===== src/rtl/whp_pkg.sv =====
package whp_pkg;
    typedef enum logic [1:0] {
        CH_IDLE = 2'd0,
        CH_HIGH = 2'd1,
        CH_LOW  = 2'd2
    } ch_state_e;
endpackage


===== src/rtl/whp_regfile.sv =====
module whp_regfile #(
    parameter int N_CH   = 7,
    parameter int CNT_W  = 16,
    parameter int ADDR_W = 8,
    parameter int DATA_W = 32,
    parameter int SEL_W  = 3
) (
    input  logic                          clk,
    input  logic                          rst_n,
    input  logic                          wr_en,
    input  logic [ADDR_W-1:0]             addr,
    input  logic [DATA_W-1:0]             wdata,
    output logic [DATA_W-1:0]             rdata,
    output logic [N_CH-1:0][SEL_W-1:0]    sel_q,
    output logic [N_CH-1:0]               byp_q,
    output logic [N_CH-1:0]               oe_q,
    output logic [N_CH-1:0]               pre_q,
    output logic [N_CH-1:0]               post_q,
    output logic [N_CH-1:0][CNT_W-1:0]    wait_q,
    output logic [N_CH-1:0][CNT_W-1:0]    hold_q
);
    localparam int SELF_W  = SEL_W * N_CH;
    localparam int BYP_LSB = SELF_W;
    localparam int TM_LSB  = N_CH;
    localparam int WH_BASE = 16;
    localparam int WH_STEP = 8;
    localparam logic [ADDR_W-1:0] A_SEL  = ADDR_W'(0);
    localparam logic [ADDR_W-1:0] A_OE   = ADDR_W'(4);
    localparam logic [ADDR_W-1:0] A_PRE  = ADDR_W'(8);
    localparam logic [ADDR_W-1:0] A_POST = ADDR_W'(12);

    logic [N_CH-1:0] tm_q;
    logic            unused_wbits;
    assign unused_wbits = ^wdata[DATA_W-1:BYP_LSB+N_CH];

    always_ff @(posedge clk or negedge rst_n) begin
        if (!rst_n) begin
            sel_q  <= '0;
            byp_q  <= '0;
            oe_q   <= '0;
            tm_q   <= '0;
            pre_q  <= '0;
            post_q <= '0;
            wait_q <= '0;
            hold_q <= '0;
        end else if (wr_en) begin
            if (addr == A_SEL) begin
                sel_q <= wdata[SELF_W-1:0];
                byp_q <= wdata[BYP_LSB +: N_CH];
            end
            if (addr == A_OE) begin
                oe_q <= wdata[N_CH-1:0];
                tm_q <= wdata[TM_LSB +: N_CH];
            end
            if (addr == A_PRE)  pre_q  <= wdata[N_CH-1:0];
            if (addr == A_POST) post_q <= wdata[N_CH-1:0];
            for (int i = 0; i < N_CH; i++) begin
                if (addr == ADDR_W'(WH_BASE + WH_STEP*i))     wait_q[i] <= wdata[CNT_W-1:0];
                if (addr == ADDR_W'(WH_BASE + WH_STEP*i + 4)) hold_q[i] <= wdata[CNT_W-1:0];
            end
        end
    end

    always_comb begin
        rdata = '0;
        if (addr == A_SEL) begin
            rdata[SELF_W-1:0]        = sel_q;
            rdata[BYP_LSB +: N_CH]   = byp_q;
        end
        if (addr == A_OE) begin
            rdata[N_CH-1:0]          = oe_q;
            rdata[TM_LSB +: N_CH]    = tm_q;
        end
        if (addr == A_PRE)  rdata[N_CH-1:0] = pre_q;
        if (addr == A_POST) rdata[N_CH-1:0] = post_q;
        for (int i = 0; i < N_CH; i++) begin
            if (addr == ADDR_W'(WH_BASE + WH_STEP*i))     rdata[CNT_W-1:0] = wait_q[i];
            if (addr == ADDR_W'(WH_BASE + WH_STEP*i + 4)) rdata[CNT_W-1:0] = hold_q[i];
        end
    end

    AST_OE_UPPER_ZERO: assert property (@(posedge clk) disable iff (!rst_n)
        (addr == A_OE) |-> (rdata[DATA_W-1:TM_LSB+N_CH] == '0));
    AST_REGS_HOLD_NO_WRITE: assert property (@(posedge clk) disable iff (!rst_n)
        !wr_en |=> ($stable(sel_q) && $stable(oe_q) && $stable(pre_q) && $stable(post_q)
                    && $stable(wait_q) && $stable(hold_q)));
endmodule


===== src/rtl/whp_chan.sv =====
module whp_chan #(
    parameter int CNT_W = 16
) (
    input  logic             clk,
    input  logic             rst_n,
    input  logic             pre_en,
    input  logic             tick,
    input  logic             bypass,
    input  logic             oe,
    input  logic [CNT_W-1:0] wait_val,
    input  logic [CNT_W-1:0] hold_val,
    output logic             pwm
);
    import whp_pkg::*;

    ch_state_e        state_q, state_d;
    logic [CNT_W-1:0] cnt_q, cnt_d;
    logic [CNT_W-1:0] act_w_q, act_h_q;
    logic             load;
    logic             byp_q;

    always_comb begin
        state_d = state_q;
        cnt_d   = cnt_q;
        load    = 1'b0;
        unique case (state_q)
            CH_IDLE: begin
                state_d = CH_HIGH;
                cnt_d   = '0;
                load    = 1'b1;
            end
            CH_HIGH: begin
                if (tick) begin
                    if (cnt_q == act_w_q) begin
                        state_d = CH_LOW;
                        cnt_d   = '0;
                    end else begin
                        cnt_d = cnt_q + 1'b1;
                    end
                end
            end
            CH_LOW: begin
                if (tick) begin
                    if (cnt_q == act_h_q) begin
                        state_d = CH_HIGH;
                        cnt_d   = '0;
                        load    = 1'b1;
                    end else begin
                        cnt_d = cnt_q + 1'b1;
                    end
                end
            end
            default: begin
                state_d = CH_IDLE;
                cnt_d   = '0;
            end
        endcase
        if (!pre_en) begin
            state_d = CH_IDLE;
            cnt_d   = '0;
            load    = 1'b0;
        end
    end

    always_ff @(posedge clk or negedge rst_n) begin
        if (!rst_n) begin
            state_q <= CH_IDLE;
            cnt_q   <= '0;
            act_w_q <= '0;
            act_h_q <= '0;
            byp_q   <= 1'b0;
        end else begin
            state_q <= state_d;
            cnt_q   <= cnt_d;
            byp_q   <= tick;
            if (load) begin
                act_w_q <= wait_val;
                act_h_q <= hold_val;
            end
        end
    end

    always_comb begin
        pwm = 1'b0;
        if (oe) begin
            if (bypass) begin
                pwm = byp_q;
            end else begin
                unique case (state_q)
                    CH_HIGH: pwm = 1'b1;
                    CH_LOW:  pwm = 1'b0;
                    default: pwm = 1'b0;
                endcase
            end
        end
    end

    AST_IDLE_WHEN_PRE_OFF: assert property (@(posedge clk) disable iff (!rst_n)
        !pre_en |=> (state_q == CH_IDLE));
    AST_RESTART_HIGH: assert property (@(posedge clk) disable iff (!rst_n)
        (pre_en && state_q == CH_IDLE) |=> (state_q == CH_HIGH && cnt_q == '0));
    AST_FROZEN_NO_TICK: assert property (@(posedge clk) disable iff (!rst_n)
        (pre_en && state_q != CH_IDLE && !tick) |=> ($stable(cnt_q) && $stable(state_q)));
    AST_CNT_IN_RANGE: assert property (@(posedge clk) disable iff (!rst_n)
        (state_q == CH_HIGH) |-> (cnt_q <= act_w_q));
    AST_SHADOW_STABLE: assert property (@(posedge clk) disable iff (!rst_n)
        (state_q == CH_HIGH && $past(state_q) == CH_HIGH) |-> $stable(act_w_q));
endmodule


===== src/rtl/wh_pwm_top.sv =====
module wh_pwm_top #(
    parameter int N_CH   = 7,
    parameter int N_SRC  = 5,
    parameter int CNT_W  = 16,
    parameter int ADDR_W = 8,
    parameter int DATA_W = 32
) (
    input  logic              clk,
    input  logic              rst_n,
    input  logic              wr_en,
    input  logic [ADDR_W-1:0] addr,
    input  logic [DATA_W-1:0] wdata,
    output logic [DATA_W-1:0] rdata,
    input  logic [N_SRC-1:0]  src_tick,
    output logic [N_CH-1:0]   pwm_out
);
    localparam int SEL_W  = 3;
    localparam int SRC_IW = (N_SRC > 1) ? $clog2(N_SRC) : 1;

    logic [N_CH-1:0][SEL_W-1:0] sel_q;
    logic [N_CH-1:0]            byp_q, oe_q, pre_q, post_q;
    logic [N_CH-1:0][CNT_W-1:0] wait_q, hold_q;

    whp_regfile #(
        .N_CH(N_CH), .CNT_W(CNT_W), .ADDR_W(ADDR_W), .DATA_W(DATA_W), .SEL_W(SEL_W)
    ) u_regs (
        .clk(clk), .rst_n(rst_n), .wr_en(wr_en), .addr(addr), .wdata(wdata),
        .rdata(rdata), .sel_q(sel_q), .byp_q(byp_q), .oe_q(oe_q), .pre_q(pre_q),
        .post_q(post_q), .wait_q(wait_q), .hold_q(hold_q)
    );

    for (genvar g = 0; g < N_CH; g++) begin : g_ch
        logic [SEL_W-1:0] sel;
        logic             src_ok, hit, tick;
        assign sel    = sel_q[g];
        assign src_ok = (int'(sel) < N_SRC);
        assign hit    = src_ok ? src_tick[sel[SRC_IW-1:0]] : 1'b0;
        assign tick   = pre_q[g] & post_q[g] & hit;

        whp_chan #(.CNT_W(CNT_W)) u_chan (
            .clk(clk), .rst_n(rst_n), .pre_en(pre_q[g]), .tick(tick),
            .bypass(byp_q[g]), .oe(oe_q[g]), .wait_val(wait_q[g]),
            .hold_val(hold_q[g]), .pwm(pwm_out[g])
        );
    end
endmodule


===== config.mk =====
export PLATFORM = sky130hd
export DESIGN_NAME = wh_pwm_top
export DESIGN_NICKNAME = d
export VERILOG_FILES = /design/src/rtl/whp_pkg.sv /design/src/rtl/whp_regfile.sv /design/src/rtl/whp_chan.sv /design/src/rtl/wh_pwm_top.sv
export SDC_FILE = /design/constraint.sdc
export NUM_CORES = 1
export LEC_CHECK = 0
export CAP_MARGIN = 25
export CORE_UTILIZATION = 35
export CTS_CLUSTER_SIZE = 16
export DETAILED_ROUTE_END_ITERATION = 16
export PLACE_DENSITY_LB_ADDON = 0.25
export SLEW_MARGIN = 20
export SYNTH_ARGS = -nofsm -noshare
export SYNTH_HDL_FRONTEND = slang
export SYNTH_SLANG_ARGS = --single-unit

===== constraint.sdc =====
create_clock -name clk -period 3.1 [get_ports clk]
set_clock_uncertainty 0.2 [all_clocks]
set_input_delay 0.62 -clock clk [delete_from_list [all_inputs] [get_ports clk]]
set_output_delay 0.62 -clock clk [all_outputs]
set_load 0.01 [all_outputs]

==> impl_metrics.yaml, run 1 <==
outcome:
  status: "finished, violations left"
  violations: "negative setup slack"
logic_synthesis:
  ys_seq_area_share_pct: 50.3
  synth_edf_count: 0
  synthCells: 2643
  synth_seq_cells: 637
  synth_flop_cell: "dfrtp_1"
  synth_area_um2: 31700
  synth_cell_types: 80
  synth_top_area_share_pct: 50.3
  syn_avg_cell_area_um2: 12.0
  async_flop_share_pct: 100
  yosysTopAreaCell: "dfrtp_1"
  synthTopCellsByArea: "dfrtp_1, mux2_2, xnor2_1"
  yosys_warnings: 0
floorplanning:
  io_pins: 87
  fp.dieW_um: 303
  die_h_um: 303
  die_area_um2: 91700
  core_area_um2: 88900
  rows: 109
  initial_core_util_pct: 35.6
setup_path:
  required_ns: 2.28
  critPathSlowestCell: "or4b_4"
  cp.arrival_ns: 2.81
  startpoint_type: "input port"
  end_kind: "primary output"
  path_common_cell: "buf_6"
  path_delay_family: "simple AND/OR/NAND/NOR gates"
  crit_chain: "buf_6, or4b_4, buf_8, buf_12, nor2_4, buf_6, a2bb2oi_2, o211ai_1, nor3b_4, o21a_1, buf_2"
  worst-path-max-fanout: 5
  path_class: "input port to primary output"
  cp_slowest_stage_delay_ns: 0.54
  crit_buf_inv: 5
clock_tree:
  cts_max_path_buffers: 3
  cts.sinks: 637
  cts_tree: "done"
  path_clk_slew_ns: 0.06
  numCtsBuffers: 74
  clock_latency_ns: 0.64
  cts_max_level: 3
  cts_root_buffer: "clkbuf_16"
sta:
  worst_slew_pin_slew_ns: 0.882
  drv_slew: 0
  fin_crit_sh_pct: 117
  hold_violations: 0
  finalWorstSetupSlack_ns: -0.528
  setup_viol: 16
  rsz0062_at_grt: "true"
  setup_tns_ns: -6.19
  relSlewSlack_pct: 40.6
  max_freq_mhz: 276
  fin_crit_ns: 3.63
global_route:
  grt_max_degree: 66
  grt_antenna_before_repair: 6
  grtUsageTotal_pct: 22.9
  grt_pass1_vias: 23939
  grt-ovfl-total: 0
  grt_pass1_wl_um: 156000
routing:
  dr.first_iter.drc_count: 1910
  drt-met1-wl_um: 48100
  routedWlPerCell_um: 24.4
  route.met2.wl_um: 48800
  top_layer_used: "met5"
  route.detailed.drc: 0
  via_per_inst: 5.45
  ant_nets: 0
  vias: 23219
  dr_wl_met3_um: 4640
  drt-total-wl_um: 104000
  drtPass1Iterations: 5
pwr:
  p_per_area_nw_per_um2: 501
  leakagePower_nw: 19.0
  vdd_drop_max_mv: 0.333
worst_hold_path:
  worstHoldPathType: "flip-flop to flip-flop"
placement:
  hpwl_um: 76400
  port_buffers: 78
  dpl_worst_slack_ns: -1.56
  gp_congestion: 0.974
  place_area_um2: 36300
final_layout:
  nets: 3132
  drive_gt1_share_pct: 38.8
  final_area_um2: 40000
  final_common_cell: "dfrtp_1"
  fillerInstances: 8110
  final_cell_mix: "dfrtp_1, mux2_2, buf_4"
  area_growth_syn_to_layout_pct: 26.3
run:
  cap_violations: 0
==> sequential cells by signal (all words and copies together), names as in the netlist <==
| register | flops |
|---|---|
| g_ch.u_chan.act_h_q | 112 |
| g_ch.u_chan.act_w_q | 112 |
| g_ch.u_chan.byp_q | 7 |
| g_ch.u_chan.cnt_q | 112 |
| g_ch.u_chan.state_q | 14 |
| u_regs.byp_q | 7 |
| u_regs.hold_q | 112 |
| u_regs.oe_q | 7 |
| u_regs.post_q | 7 |
| u_regs.pre_q | 7 |
| u_regs.sel_q | 21 |
| u_regs.tm_q | 7 |
| u_regs.wait_q | 112 |
==> layer usage <==
layer  GRT usage (%)  vias up
met3            2.79      157
li1                -    10393
met2            37.0      541
met4            6.56        4
met5               0        -
met1            32.3    12124
==> Yosys cell counts, types with 6 or more instances <==
| cell type | count |
|---|---|
| buf_1 | 7 |
| nand4_1 | 79 |
| or3_1 | 11 |
| mux2_2 | 507 |
| ha_1 | 35 |
| nor4_1 | 20 |
| buf_4 | 12 |
| nor2b_1 | 28 |
| nor3_1 | 19 |
| clkbuf_1 | 87 |
| a22o_1 | 50 |
| and3_1 | 47 |
| o221ai_1 | 8 |
| mux4_2 | 15 |
| xor2_1 | 45 |
| nand2_1 | 114 |
| nor2_1 | 125 |
| a21o_1 | 27 |
| inv_1 | 43 |
| a22oi_1 | 20 |
| o21a_1 | 8 |
| a221oi_1 | 17 |
| and4_1 | 7 |
| nor3b_1 | 7 |
| mux2i_1 | 30 |
| buf_2 | 55 |
| a31oi_1 | 7 |
| and2_1 | 6 |
| a211oi_1 | 9 |
| o22ai_1 | 26 |
| o21ai_0 | 80 |
| o211ai_1 | 6 |
| a21oi_1 | 54 |
| xnor2_1 | 215 |
| or4_1 | 10 |
| dfrtp_1 | 637 |
| nand3_1 | 56 |
==> layout make-up <==
class	instances	area (um^2)	area share, %
flip-flops and latches	637	15900	39.9
multi-input cells	1804	15400	38.6
repair buffers	489	4480	11.2
clock buffers	104	2110	5.27
well taps	1165	1460	3.64
clock inverters	21	405	1.01
inverters	43	161	0.404
diodes	1	2.50	0.00626
==> cell families after synthesis <==
family | share of synthesized area (%)
fa+ha+maj | 1.38
mux | 20.2
xor+xnor | 7.19
buf+inv | 2.89
compound gates | 8.24
simple gates | 9.71
other cells | 0.0118
flops | 50.3
==> report_power, final <==
group | internal (W) | leakage (nW) | total [W] | switching [W]
logic | 0.000927 | 8.96 | 0.00192 | 0.000992
clock network | 0.00544 | 1.21 | 0.00908 | 0.00364
registers | 0.00867 | 8.83 | 0.00903 | 0.000368
==> final timing paths <==
check	startpoint	to	slack, ns	depth (start not counted)
min in group asynchronous	rst_n	g_ch[0].u_chan.state_q[1]	0.37	2
max in group asynchronous	rst_n	g_ch[2].u_chan.act_h_q[14]	1.26	3
worst max-delay path	addr[4]	rdata[2]	-0.53	11
worst min-delay path	g_ch[5].u_chan.act_h_q[11]	g_ch[5].u_chan.act_h_q[11]	0.32	1
worst min register to register	g_ch[5].u_chan.act_h_q[11]	g_ch[5].u_chan.act_h_q[11]	0.32	1
worst max register to register	g_ch[0].u_chan.cnt_q[5]	g_ch[0].u_chan.cnt_q[9]	0.23	6
==> through the flow <==
| stage | utilization [%] | hold WS, ns | total power (W) | cells |
|---|---|---|---|---|
| 2_1_floorplan | - | 0.124 | 0.00994 | 2646 |
| 3_3_place_gp | 40.9 | 0.289 | 0.0110 | 4078 |
| 3_5_place_dp | 40.9 | 0.303 | 0.0110 | 4078 |
| 4_1_cts | 44.6 | 0.327 | 0.0202 | 4257 |
| 5_1_grt | 45.0 | 0.345 | 0.0207 | 4263 |
| 6_report | 45.0 | 0.323 | 0.0200 | 4264 |
==> timing repair <==
| item | in CTS | in global routing |
|---|---|---|
| hold endpoints to repair | 41 | 0 |
| gates cloned | 3 | 0 |
| resized for setup | 263 | 72 |
| setup buffers | 51 | 12 |
| pin swaps | 55 | 47 |
| setup endpoints to repair | 33 | 31 |
| hold buffers | 1 | 0 |
No activity file was read; power rests on OpenSTA's default activity.
==> inputs of run 2 (changes only) <==
--- a/config.mk
+++ b/config.mk
@@ -6,10 +6,9 @@
 export NUM_CORES = 1
 export LEC_CHECK = 0
 export CAP_MARGIN = 25
-export CORE_UTILIZATION = 35
+export CORE_UTILIZATION = 40
 export CTS_CLUSTER_SIZE = 16
 export DETAILED_ROUTE_END_ITERATION = 16
-export PLACE_DENSITY_LB_ADDON = 0.25
 export SLEW_MARGIN = 20
 export SYNTH_ARGS = -nofsm -noshare
 export SYNTH_HDL_FRONTEND = slang
==> impl_metrics.yaml, run 2 (synthesis results as in run 1) <==
sta:
  worst_slew_pin_slew_ns: 0.862
  hold_violations: 0
  fin_crit_ns: 3.65
  finalWorstSetupSlack_ns: -0.548
  fin_crit_sh_pct: 118
  setup_viol: 16
  drv_slew: 0
  relSlewSlack_pct: 42.5
  rsz0062_at_grt: "true"
  max_freq_mhz: 274
final_layout:
  diodes: 0
  final_cell_mix: "dfrtp_1, mux2_2, buf_4"
  nets: 3099
  area_growth_syn_to_layout_pct: 25.2
  drive_gt1_share_pct: 37.9
  final_common_cell: "dfrtp_1"
  final_area_um2: 39600
routing:
  drtPass1Iterations: 5
  vias: 23175
  route.detailed.drc: 0
  routedWlPerCell_um: 24.7
  ant_nets: 0
  via_per_inst: 5.63
  drt-total-wl_um: 102000
  dr.first_iter.drc_count: 1830
global_route:
  grt_pass1_vias: 24126
  grt-ovfl-total: 0
  grt_pass1_wl_um: 155000
  grtUsageTotal_pct: 25.5
  grt_max_degree: 116
  grt_antenna_before_repair: 4
floorplanning:
  die_h_um: 283
  initial_core_util_pct: 40.7
  die_area_um2: 80300
  core_area_um2: 77800
  fp.dieW_um: 283
  rows: 102
  io_pins: 87
pwr:
  leakagePower_nw: 18.8
  p_per_area_nw_per_um2: 505
  vdd_drop_max_mv: 0.413
  power.total_w: 0.0200
outcome:
  violations: "negative setup slack"
  status: "finished, violations left"
clock_tree:
  path_clk_slew_ns: 0.06
  cts_root_buffer: "clkbuf_16"
  cts_max_path_buffers: 3
  cts.sinks: 637
  clock_latency_ns: 0.63
  cts_tree: "done"
  numCtsBuffers: 72
  cts_max_level: 3
placement:
  hpwl_um: 74300
  port_buffers: 78
  gp_congestion: 0.951
  place_area_um2: 36000
setup_path:
  path_class: "input port to primary output"
  worst-path-max-fanout: 5
  cp.arrival_ns: 2.83
  cp_slowest_stage_delay_ns: 0.58
  crit_chain: "buf_8, or4b_4, buf_8, nor2_4, buf_12, buf_8, a221oi_4, or3_4, a21oi_2, o32a_1, buf_2"
  startpoint_type: "input port"
  critPathSlowestCell: "or4b_4"
  required_ns: 2.28
  end_kind: "primary output"
  path_common_cell: "buf_8"
run:
  cap_violations: 0
worst_hold_path:
  worstHoldPathType: "input port to async pin"
-- run 2: cell count changes in the layout (fill, tap and decap cells not counted), sizes merged, moves of 2 or more --
cell           delta
buf              -41
clkdlybuf4s50     -2
clkinv            +4
dlygate4sd2       +9
clkdlybuf4s15     +4
-- run 2: worst paths after layout --
kind,from,end,slack [ns],cells after the start
min in group clk,u_regs.tm_q[1],u_regs.tm_q[1],0.32,1
min reg2reg,u_regs.tm_q[1],u_regs.tm_q[1],0.32,1
max in group asynchronous,rst_n,g_ch[3].u_chan.act_h_q[7],1.38,3
max,addr[4],rdata[7],-0.55,11
max reg2reg,g_ch[1].u_chan.cnt_q[6],g_ch[1].u_chan.cnt_q[0],0.34,7
min,rst_n,u_regs.wait_q[2],0.31,2
-- run 2: power by group --
part | internal [W] | switching, W
Combinational | 0.000916 | 0.000972
Clock | 0.00550 | 0.00357
Sequential | 0.00866 | 0.000381
-- run 2: timing repair --
action | in CTS | in global routing
setup endpoints to repair | 33 | 28
endpoints found under the hold margin | 27 | 0
hold buffers | 1 | 0
pin swaps | 56 | 36
buffers inserted | 42 | 19
resized for setup | 235 | 55
cloned | 3 | 1
-- run 2: layout make-up --
| type | count | area [um^2] |
|---|---|---|
| inverter | 43 | 161 |
| fill | 6834 | 38200 |
| timing repair buffer | 459 | 4300 |
| tap | 1040 | 1300 |
| clock buffer | 103 | 2100 |
| sequential | 637 | 15900 |
| multi-input combinational | 1803 | 15400 |
| clock inverter | 28 | 428 |
-- run 2: worst max-delay path, delay by kind of cell --
family / cells / cell delay [ns]
buf+inv: 5 / 0.65
simple gates: 3 / 1.10
compound gates: 3 / 0.44
-- run 2: metal layers --
metal,vias up,track usage (%),wire [um]
li1,10347,-,-
met1,12011,35.4,45500
met2,673,40.4,47300
met3,142,4.13,5750
met4,2,8.59,3090
met5,-,0,13
-- run 2: metrics by stage --
step                      worst slack [ns]  utilization [%]  setup TNS, ns  hold WS (ns)  std cells
after global routing                -0.609             50.9          -7.63         0.328       4113
after global placement               -1.46             46.2        -117.37         0.290       3924
after detailed placement             -1.45             46.2        -124.45         0.304       3924
after floorplan                    -0.0927                -         -0.442         0.124       2646
after CTS                           -0.557             50.5          -6.98         0.305       4099
final                               -0.548             50.9          -6.88         0.305       4113
